File: config.mk
export PLATFORM = sky130hd
export DESIGN_NAME = sa_retry_ctrl
export DESIGN_NICKNAME = d
export VERILOG_FILES = /design/src/rtl/sa_retry_pkg.sv /design/src/rtl/sa_retry_timer.sv /design/src/rtl/sa_flag_stretch.sv /design/src/rtl/sa_retry_ctrl.sv
export SDC_FILE = /design/constraint.sdc
export NUM_CORES = 1
export LEC_CHECK = 0
export BUFFER_PORTS_ARGS = -buffer_cell sky130_fd_sc_hd__buf_4
export CAP_MARGIN = 20
export CORE_UTILIZATION = 35
export DETAILED_ROUTE_END_ITERATION = 16
export HOLD_SLACK_MARGIN = 0.1
export SLEW_MARGIN = 20
export SYNTH_ARGS = -nofsm -noshare
export SYNTH_HDL_FRONTEND = slang
export SYNTH_HIERARCHICAL = 1
export SYNTH_SLANG_ARGS = --single-unit
File: constraint.sdc
create_clock -name clk -period 3.3 [get_ports clk]
set_clock_uncertainty 0.2 [all_clocks]
set_input_delay 0.66 -clock clk [delete_from_list [all_inputs] [get_ports clk]]
set_output_delay 0.66 -clock clk [all_outputs]
set_load 0.02 [all_outputs]
File: src/rtl/sa_retry_pkg.sv
package sa_retry_pkg;

    localparam int STRAP_W = 2;

    // Stand-alone operation is chosen when every strap input is low.
    function automatic logic standalone_sel(input logic [STRAP_W-1:0] strap_lvl);
        return (strap_lvl == '0);
    endfunction

endpackage

File: src/rtl/sa_retry_timer.sv
module sa_retry_timer #(
    parameter int HOLD_CYC = 500
) (
    input  logic clk,
    input  logic rst_n,
    input  logic active,
    input  logic fault,
    output logic run,
    output logic trip
);
    localparam int CW = (HOLD_CYC < 2) ? 1 : $clog2(HOLD_CYC);
    localparam logic [CW-1:0] RELOAD = CW'(HOLD_CYC - 1);

    typedef struct packed {
        logic          off;
        logic [CW-1:0] cnt;
    } tmr_t;

    tmr_t st_d, st_q;

    // A trip is recognised only while the output is running.
    assign trip = active & ~st_q.off & fault;
    assign run  = ~st_q.off;

    always_comb begin
        st_d = st_q;
        if (!active) begin
            st_d.off = 1'b0;
            st_d.cnt = '0;
        end else if (!st_q.off) begin
            if (fault) begin
                st_d.off = 1'b1;
                st_d.cnt = RELOAD;
            end
        end else if (st_q.cnt == '0) begin
            st_d.off = 1'b0;
        end else begin
            st_d.cnt = st_q.cnt - 1'b1;
        end
    end

    always_ff @(posedge clk or negedge rst_n) begin
        if (!rst_n) begin
            st_q <= '0;
        end else begin
            st_q <= st_d;
        end
    end
endmodule

File: src/rtl/sa_flag_stretch.sv
module sa_flag_stretch #(
    parameter int PULSE_CYC = 100
) (
    input  logic clk,
    input  logic rst_n,
    input  logic active,
    input  logic trig,
    output logic flag_n
);
    localparam int CW = (PULSE_CYC < 2) ? 1 : $clog2(PULSE_CYC);
    localparam logic [CW-1:0] RELOAD = CW'(PULSE_CYC - 1);

    typedef struct packed {
        logic          on;
        logic [CW-1:0] cnt;
    } pls_t;

    pls_t st_d, st_q;

    assign flag_n = ~st_q.on;

    always_comb begin
        st_d = st_q;
        if (!active) begin
            st_d.on  = 1'b0;
            st_d.cnt = '0;
        end else if (trig) begin
            // a fresh trip restarts the pulse from its full width
            st_d.on  = 1'b1;
            st_d.cnt = RELOAD;
        end else if (st_q.on) begin
            if (st_q.cnt == '0) begin
                st_d.on = 1'b0;
            end else begin
                st_d.cnt = st_q.cnt - 1'b1;
            end
        end
    end

    always_ff @(posedge clk or negedge rst_n) begin
        if (!rst_n) begin
            st_q <= '0;
        end else begin
            st_q <= st_d;
        end
    end
endmodule

File: src/rtl/sa_retry_ctrl.sv
module sa_retry_ctrl
    import sa_retry_pkg::*;
#(
    parameter int NUM_CH    = 2,
    parameter int RETRY_CYC = 500,
    parameter int FLAG_CYC  = 100
) (
    input  logic               clk,
    input  logic               rst_n,
    input  logic [STRAP_W-1:0] strap,
    input  logic [NUM_CH-1:0]  ch_fault,
    input  logic               ovv_fault,
    output logic [NUM_CH-1:0]  ch_en,
    output logic               flag_n
);
    localparam int NSRC = NUM_CH + 1;

    logic              sa_mode;
    logic [NUM_CH-1:0] ch_run;
    logic [NSRC-1:0]   trips;
    logic              ovv_run;

    assign sa_mode = standalone_sel(strap);

    for (genvar g = 0; g < NUM_CH; g++) begin : g_ch
        sa_retry_timer #(.HOLD_CYC(RETRY_CYC)) u_tmr (
            .clk    (clk),
            .rst_n  (rst_n),
            .active (sa_mode),
            .fault  (ch_fault[g]),
            .run    (ch_run[g]),
            .trip   (trips[g])
        );
    end

    // One shared timer for supply overvoltage gates every channel.
    sa_retry_timer #(.HOLD_CYC(RETRY_CYC)) u_ovv_tmr (
        .clk    (clk),
        .rst_n  (rst_n),
        .active (sa_mode),
        .fault  (ovv_fault),
        .run    (ovv_run),
        .trip   (trips[NUM_CH])
    );

    sa_flag_stretch #(.PULSE_CYC(FLAG_CYC)) u_flag (
        .clk    (clk),
        .rst_n  (rst_n),
        .active (sa_mode),
        .trig   (|trips),
        .flag_n (flag_n)
    );

    assign ch_en = ch_run & {NUM_CH{ovv_run}};
endmodule

Yosys cells after proc, flatten, opt, wreduce, memory -nomap -nowiden
Cells that the tools add are included.
Word-level totals
  flip-flop bits (word level): 38
  output and inout bits: 3
Cells by class
  $add $sub $neg: 4
  eq/ne operators: 8
  mux-type cells: 20
  bitwise operators: 11
  reductions and logical operators: 10
Operators by type and width (count)
  $mux W10: 9
  $logic_not A9 Y1: 3
  $mux W9: 3
  $sub A9 B1 Y9 const B: 3
  $mux W8: 3
  $ne A3 B3 Y1 const B: 4
  $ne A3 B2 Y1 const B: 3
  $reduce_and A2 Y1: 4
  $logic_not A7 Y1: 1
  $mux W7: 1
  $sub A7 B1 Y7 const B: 1
  $and A1 B1 Y1: 6
  $mux W1: 4
  $not A1 Y1: 4
  $ne A3 B1 Y1 const B: 1
  $reduce_or A3 Y1: 1
  $and A2 B2 Y2: 1
  $logic_not A2 Y1: 1

Longest topological paths before layout
Gate-level depths: netlist of run 1.
  depth in word-level cells: 6
  depth in mapped cells: 8

By module
The synthesis of run 1 kept the hierarchy.
Modules (own cells, without submodules)
  sa_retry_timer: instances 3, cells each 68, area each 645.6 sq um, seq. area each 250.2 sq um
  sa_flag_stretch: instances 1, cells each 51, area each 500.5 sq um, seq. area each 200.2 sq um
  sa_retry_ctrl: instances 1, cells each 4, area each 22.5 sq um, seq. area each 0.0 sq um

Least setup slack after synthesis of run 1
Ideal clock, no wire load.
  path kind: input -> register
  from: input port strap[1]
  to: register u_flag/st_q[6] (netlist name)
  library setup time: 126 ps
  arrival: 2323 ps
  required time: 2974 ps
  slack: 651 ps
  stages: 8
  buffers on the path: 2
  cell sequence: nor2_1 -> clkbuf_1 -> and3_1 -> or3_1 -> clkbuf_1 -> o21bai_1 -> or4_1 -> o311a_1
On the way
  longest elaborated chain between the ends: 6
  elaborated cells on any way between the ends: 13
Ends and longest elaborated chain
  from (decl): RTL line sa_retry_ctrl.sv:10  | input logic [STRAP_W-1:0] strap,
  $logic_not A2 Y1 *: RTL line sa_retry_pkg.sv:7  | return (strap_lvl == '0);
  $and A1 B1 Y1 * (2 in a row): RTL line sa_retry_timer.sv:22  | assign trip = active & ~st_q.off & fault;
  named net trips[1]: RTL line sa_retry_ctrl.sv:20  | logic [NSRC-1:0] trips;
  $reduce_or A3 Y1 *: RTL line sa_retry_ctrl.sv:50  | .trig (|trips),
  $ne A3 B1 Y1 (no line), or another cell as far along
  $reduce_and A2 Y1 (no line) or $mux W8 (tied branches)
  to (signal assigned): RTL line sa_flag_stretch.sv:44  | st_q <= st_d;
  to (decl): RTL line sa_flag_stretch.sv:18  | pls_t st_d, st_q;
Mark *: on every way through the listed nets, which the timed path passes. The rest lies on a longest branch.
A chain may end at the register's enable or synchronous reset.

Final worst setup path of run 1
  from: register g_ch[1].u_tmr/st_q[9] (netlist name)
  to: register u_flag/st_q[6] (netlist name)
On the way
  longest elaborated chain between the ends: 6
  elaborated cells on any way between the ends: 9
Ends and longest elaborated chain
  from (decl): RTL line sa_retry_timer.sv:19  | tmr_t st_d, st_q;
  from (signal assigned): RTL line sa_retry_timer.sv:46  | st_q <= st_d;
  $not A1 Y1 *
  named net ch_run[1]: RTL line sa_retry_ctrl.sv:19  | logic [NUM_CH-1:0] ch_run;
  $and A1 B1 Y1 * (2 in a row): RTL line sa_retry_timer.sv:22
  named net trips[1]: RTL line sa_retry_ctrl.sv:20
  $reduce_or A3 Y1 *: RTL line sa_retry_ctrl.sv:50
  $ne A3 B1 Y1 (no line), or another cell as far along
  $reduce_and A2 Y1 (no line) or $mux W8 (tied branches)
Marks and branches as above.

==> summary.md, run 1 <==
- 7370 sq um — full die area
- 38 — synthesized flop and latch total
- register to register — Crit Path Class
- 0.206 — share of post-route cells with drive strength above 1
- finished clean — status
- 0.403 — final core utilization
- sky130_fd_sc_hd__clkbuf_8 — cell at the root of the clock tree
- 0 — total grt overflow
- 30 — FP Rows
- 38 x sky130_fd_sc_hd__dfrtp_1, 19 x sky130_fd_sc_hd__nor2_1, 18 x sky130_fd_sc_hd__o21ai_0 — most used cells in the layout excluding fill and tap cells
- 2073 — Via Count
- 3620 um — dpl hpwl
- 0 — DRC
- 0 — total count of hold-check failures in the final report
- sky130_fd_sc_hd__dfrtp_1 — most common cell after layout, fill and taps aside
- false — RSZ-0062 raised after global routing
- 4 — Initial DRT Pass Iterations
- 2 — maximum buffer depth of the clock tree
- 0 — initial antenna violation count
- 5400 um — total wire length after detailed routing
- 658 ps — actual slew at the worst max-slew pin
- 0.742 — final worst path period share
- 76 — DRC marker count from the first detailed-route iteration
- 5.63 — mean number of vias per cell
- 0 — Max-cap violations
- 0 — final antenna-violating net count
- 2430 ps — WP data arrival
- input port to async pin — HP Class
- 0 — number of max-slew violations in the final report
- 0 — number of buffers inserted by post-CTS setup repair
- 3280 ps — worst endpoint required time
- 10 — # IOs
- 283 — Final #Nets
- 9.50 sq um — synthesized area per cell
- 15 — critical path peak fanout
- 0.162 — GR Util All Layers
- 290 ps — clock network latency to the later pin of the worst-skew pair
- 6 — number of warnings printed during yosys synthesis
- 0 — number of diodes
- 2450 ps — final critical path time including I/O delays and setup
- 0 — number of gates resized after CTS
- 39 — maximum number of pins on one net before global-route repair
- 9570 um — global-route wire length before repair
- 9 — number of buffer cells added on primary ports
- g_ch[1].u_tmr/st_q[9] — startpoint of the most critical setup path
- 0.813 — weighted congestion reported at the end of routability-driven placement
- 0.387 — fraction of the yosys area taken by sequential cells
- 38 — CTS Sinks
- 259 — Synth Instances
- 49 — Unique masters post-synth
- 0 — setup violators final
- 1.00 — async set or reset register ratio after synthesis
- 0.560 — Relative slew margins
- 0 — number of enable-type register cells in the synthesized netlist
- 271 — post-synth net total
- 14.7 um — routed len/inst
- g_ch[1].u_tmr/st_q[9] — worst flop-to-flop path startpoint
- 85.8 um — horizontal die dimension
- 677 — count of filler cells inserted in the layout
- 0.408 GHz — Max Clock Freq
- 2048 — number of global-route vias before repair
- 0.000248 V — peak supply drop
- 80 ps — clock-pin slew on the worst setup and hold paths
- 132 ps — final hold slack
- yes — TritonCTS clock tree
- 2650 sq um — placed cell areas
- 2 — total number of H-tree levels
- 5 — number of buffers added by the clock tree synthesis step
- 6790 sq um — Core Area
- 0 — hold buffer count at CTS
- register — Worst setup EP type
- 0 ps — TNS Setup
- 2460 sq um — area of the mapped netlist
- 11.4% — Area growth syn-to-layout
- 2740 sq um — cell area after layout
- 1.07 nW — Lkg Pwr
- 85.8 um — DIE HEIGHT
- sky130_fd_sc_hd__dfrtp_1 — most instantiated flip-flop cell in the synthesis netlist
- register — startpoint types
- 0.362 — Initial Util
- 395 nW/um^2 — power density of the placed cells
-- per-stage QoR --
| stage | instances | total power [mW] | setup WS (ps) |
|---|---|---|---|
| after floorplan | 259 | 0.684 | 651 |
| after global placement | 360 | 0.749 | 805 |
| after detailed placement | 360 | 0.751 | 782 |
| after CTS | 368 | 1.10 | 870 |
| after global routing | 368 | 1.15 | 744 |
| final | 368 | 1.08 | 851 |
-- area by class of cell --
cell class | count | area (sq um) | share of cell area
Inverter | 14 | 52.6 | 0.0192
Tap cell | 96 | 120 | 0.0438
Timing Repair Buffer | 13 | 97.6 | 0.0356
Multi-Input combinational cell | 199 | 1430 | 0.520
Clock buffer | 6 | 82.6 | 0.0301
Sequential cell | 38 | 951 | 0.347
Clock inverter | 2 | 12.5 | 0.00456
-- final timing paths --
kind / slack (ps) / depth (start not counted) / to
min reg2reg: 390 / 3 / u_ovv_tmr/st_q[8]
min: 130 / 1 / u_flag/st_q[2]
max reg2reg: 850 / 6 / u_flag/st_q[6]
max: 850 / 6 / u_flag/st_q[6]
min in group clk: 390 / 3 / u_ovv_tmr/st_q[8]
max in group asynchronous: 2410 / 1 / g_ch[0].u_tmr/st_q[5]
-- where the power goes --
group	internal [mW]	switching (mW)
sequential	0.486	0.0328
clock	0.168	0.172
combinational	0.0987	0.126
total	0.753	0.330
-- cells by family after synthesis --
family,count (synthesis),synth area share
buf+inv,22,0.0351
simple gates,109,0.294
fa+ha+maj,5,0.0254
compound gates,85,0.259
flops,38,0.387
-- synth_stat cells (4+ instances only) --
library cell,number,area share
sky130_fd_sc_hd__dfrtp_1,38,0.39
sky130_fd_sc_hd__nor2_1,20,0.031
sky130_fd_sc_hd__o21ai_0,18,0.037
sky130_fd_sc_hd__inv_1,14,0.021
sky130_fd_sc_hd__nand2_1,14,0.021
sky130_fd_sc_hd__and2_1,11,0.028
sky130_fd_sc_hd__nand3_1,10,0.020
sky130_fd_sc_hd__a21boi_0,9,0.027
sky130_fd_sc_hd__a31oi_1,9,0.023
sky130_fd_sc_hd__a21oi_1,7,0.014
sky130_fd_sc_hd__clkbuf_1,7,0.011
sky130_fd_sc_hd__nand2b_1,6,0.015
sky130_fd_sc_hd__a211o_1,5,0.018
sky130_fd_sc_hd__ha_1,5,0.025
sky130_fd_sc_hd__nor3_1,4,0.0081
sky130_fd_sc_hd__or2_2,4,0.010
sky130_fd_sc_hd__or4b_1,4,0.016
sky130_fd_sc_hd__or4b_4,4,0.022
-- worst max-delay path: stages (launching register included) --
cell	delay (ps)
sky130_fd_sc_hd__dfrtp_1	630
sky130_fd_sc_hd__inv_1	120
sky130_fd_sc_hd__and3_1	160
sky130_fd_sc_hd__or3_1	500
sky130_fd_sc_hd__o21bai_1	200
sky130_fd_sc_hd__or4_1	390
sky130_fd_sc_hd__o311a_1	140
-- layer usage --
layer | wire length [um] | part of all wire | track usage | up-vias
met5 | 0 | 0 | 0 | -
met1 | 2720 | 0.50 | 0.229 | 1007
li1 | - | - | - | 1032
met3 | 158 | 0.029 | 0.0298 | 2
met2 | 2490 | 0.46 | 0.252 | 32
met4 | 32 | 0.0059 | 0.0485 | 0
-- registers in the layout, indices dropped and copies added, names as in the netlist --
name / count
u_ovv_tmr/st_q: 10
g_ch.u_tmr/st_q: 20
u_flag/st_q: 8
Note: power is estimated with default switching activity, not from simulation.
==> inputs of run 2 (changes only) <==
- ABC_AREA: not set -> 1
- clock period: 3.3 -> 2.3 ns (I/O delays scaled with it)
==> summary.md, run 2 <==
- 350 ps — post-place setup slack
- 0.281 — part of the total power dissipated in the clock network
- 497 ps — actual slew at the worst max-slew pin
- 2 — total number of H-tree levels
- 0.362 — fraction of the yosys area taken by sequential cells
- 0 — DRC
- 0.669 — Relative slew margins
- 1810 ps — final critical path time including I/O delays and setup
- 0.228 — share of post-route cells with drive strength above 1
- 11.2 um — routed len/inst
- 88.6 um — horizontal die dimension
- sky130_fd_sc_hd__clkbuf_8 — cell at the root of the clock tree
- false — RSZ-0062 raised after global routing
- sky130_fd_sc_hd__nand2_1 — most common cell after layout, fill and taps aside
- 0 — number of diodes
- 0.163 — GR Util All Layers
- g_ch.u_tmr/st_q — Most flops, register
- g_ch[0].u_tmr/st_q[7] — FF-to-FF End
- 1.05 mW — total internal power
- 9 — number of buffer cells added on primary ports
- 0.464 — proportion of power drawn by flip-flops and latches
- 403 — Final #Nets
- 0.553 GHz — Max Clock Freq
- 4.71 — mean number of vias per cell
- 0 — number of buffers inserted by post-CTS setup repair
- 2630 sq um — area of the mapped netlist
- 39 — maximum number of pins on one net before global-route repair
- 7850 sq um — full die area
- 0 ps — TNS Setup
- 2 — Hold Path Cell Cnt
- 7.04 sq um — synthesized area per cell
- 0.362 — Initial Util
- 0.829 — weighted congestion reported at the end of routability-driven placement
- 2307 — Via Count
- 385 — post-synth net total
- 0 — number of enable-type register cells in the synthesized netlist
- 38 — synthesized flop and latch total
- 0.256 — portion of total power attributed to combinational logic
- 2278 — number of global-route vias before repair
- 0.362 — post-synth top area share
- 490 ps — reg2reg setup slack
- 0.218 — fraction of met1 tracks used by global routing
- 5470 um — total wire length after detailed routing
- g_ch[1].u_tmr/st_q[8] — Hold EP
- 10 — # IOs
- 1790 ps — WP data arrival
- 145 — DRC marker count from the first detailed-route iteration
- 6 — number of warnings printed during yosys synthesis
- 0.786 — final worst path period share
- sky130_fd_sc_hd__dfrtp_1 — most instantiated flip-flop cell in the synthesis netlist
- 0 — number of gates resized after CTS
- 2280 ps — worst endpoint required time
- 0 — total count of hold-check failures in the final report
- 20 — flip-flop count of the largest register after layout
- register — Worst setup EP type
- register — startpoint types
- 0.538 mW — Switching Power
- 410 ps — Slowest Stage Delay on Critical Path
- 290 ps — clock network latency to the later pin of the worst-skew pair
- 88.6 um — DIE HEIGHT
- inv_1 -> ha_1 -> nand2_2 -> nor2_4 -> nand2_2 -> nand2_4 -> nand2_4 -> nor2_1 -> nor2_1 — cell chain of the critical path
- 10.5% — Area growth syn-to-layout
- 2 — maximum buffer depth of the clock tree
- sky130_fd_sc_hd__dfrtp_1 — post-synth top area cell
- 10000 um — global-route wire length before repair
- 0 — Max-cap violations
- 9 — Worst Reg-to-Reg Cells
- 4030 um — dpl hpwl
- g_ch[1].u_tmr/st_q[8] — launch point of the worst hold path
- 89 x sky130_fd_sc_hd__nand2_1, 62 x sky130_fd_sc_hd__nor2_1, 43 x sky130_fd_sc_hd__inv_1 — most used cells in the layout excluding fill and tap cells
- 373 — Synth Instances
- 1.56 nW — Lkg Pwr
- 5 — number of buffers added by the clock tree synthesis step
- yes — TritonCTS clock tree
- 0 — initial antenna violation count
- finished clean — status
- 38 — CTS Sinks
- register to register — HP Class
- sky130_fd_sc_hd__dfrtp_1 36%, sky130_fd_sc_hd__nand2_1 13%, sky130_fd_sc_hd__nor2_1 8.9%, sky130_fd_sc_hd__nand3_1 6.9%, sky130_fd_sc_hd__nand2_2 6.7% — top area cells in the synthesized netlist
- 80 ps — clock-pin slew on the worst setup and hold paths
- 0 — final antenna-violating net count
- 0.340 — Switching Fraction
- 0 — setup violators final
- 545 nW/um^2 — power density of the placed cells
- sky130_fd_sc_hd__nand2_1 — top-count cell post-synth
- 0.0252 — met3 layer usage reported by global route
- 0.000288 V — peak supply drop
- g_ch[0].u_tmr/st_q[0] — worst flop-to-flop path startpoint
- 0 — total grt overflow
- g_ch.u_tmr/st_q: 20 flops, u_ovv_tmr/st_q: 10 flops, u_flag/st_q: 8 flops — Top Registers
- 0.270 — met2 routing resource usage after global routing
- 492 ps — Setup WS post-layout
- 89 x sky130_fd_sc_hd__nand2_1, 62 x sky130_fd_sc_hd__nor2_1, 43 x sky130_fd_sc_hd__inv_1 — top cells by instance count after synthesis
- 4 — Initial DRT Pass Iterations
- 21 — Unique masters post-synth
- register to register — Crit Path Class
- 13 — critical path peak fanout
- 0 — number of max-slew violations in the final report
- 7250 sq um — Core Area
- 1.00 — async set or reset register ratio after synthesis
- 31 — FP Rows
- sky130_fd_sc_hd__dfrtp_1 — slowest cell on the critical path
- met2 — Most Crowded Layer GR
==> run 2: cell count changes in the layout (fill, tap and decap cells not counted), moves of 9 or more <==
cell	previous run	this run
sky130_fd_sc_hd__nor2_1	19	62
sky130_fd_sc_hd__nand3_1	10	36
sky130_fd_sc_hd__inv_2	0	9
sky130_fd_sc_hd__inv_1	14	43
sky130_fd_sc_hd__nand2_2	0	28
sky130_fd_sc_hd__nand2_1	14	89
sky130_fd_sc_hd__a31oi_1	9	0
sky130_fd_sc_hd__a21boi_0	9	0
sky130_fd_sc_hd__and2_1	11	0
sky130_fd_sc_hd__o21ai_2	0	15
==> run 2: cell families after synthesis <==
logic type / after synthesis / share of synthesized area
buf+inv: 55 / 0.0872
compound gates: 35 / 0.0896
fa+ha+maj: 5 / 0.0238
flops: 38 / 0.362
simple gates: 239 / 0.434
xor+xnor: 1 / 0.00334
==> run 2: area by class of cell <==
class                           instances  area (sq um)
Tap cell                               99           124
Sequential cell                        38           951
Clock buffer                            5          68.8
Multi-Input combinational cell        280          1450
Inverter                               52           195
Clock inverter                          2          10.0
Timing Repair Buffer                   14           108
Fill cell                             744          4350
==> run 2: worst max-delay path: cells and delay by family (launching register included) <==
kind                       cells  cell delay [ps]
and+or+nand+nor                7              710
DFF                            1              410
adders and majority gates      1              250
buffers and inverters          1              110
==> run 2: worst max path at each step <==
stage | endpoint | from | slack [ps] | cells past startpoint
3_5_place_dp | u_flag/st_q[1] | strap[1] | 350 | 11
3_3_place_gp | u_flag/st_q[1] | strap[1] | 360 | 11
6_report | g_ch[0].u_tmr/st_q[7] | g_ch[0].u_tmr/st_q[0] | 490 | 9
4_1_cts | g_ch[0].u_tmr/st_q[7] | g_ch[0].u_tmr/st_q[0] | 510 | 9
2_1_floorplan | u_flag/st_q[5] | strap[1] | 130 | 9
5_1_grt | g_ch[1].u_tmr/st_q[6] | g_ch[1].u_tmr/st_q[0] | 320 | 9
==> run 2: what timing repair did <==
action,in CTS,in global routing
hold buffers,1,0
endpoints found under the hold margin,38,0
setup endpoints to repair,0,0
==> run 2: power groups by stage <==
stage	Clock, mW	Combinational (mW)	Sequential [mW]
2_1_floorplan	0	0.319	0.739
3_3_place_gp	0	0.395	0.747
3_5_place_dp	0	0.405	0.746
4_1_cts	0.475	0.407	0.734
5_1_grt	0.499	0.469	0.739
6_report	0.444	0.404	0.734
==> run 2: per-stage QoR <==
step	power (mW)	hold slack, ps	util	area (sq um)	instances
final	1.58	306	0.400	2900	490
after global routing	1.71	321	0.400	2900	490
after CTS	1.62	307	0.400	2900	490
after detailed placement	1.15	271	0.388	2810	482
after global placement	1.14	270	0.388	2810	482
after floorplan	1.06	-35.6	-	2630	373
==> run 2: routing by layer <==
metal,vias up,routed length (um)
met3,9,127
met1,1071,2670
met5,-,0
met4,0,78
met2,25,2590
li1,1202,-
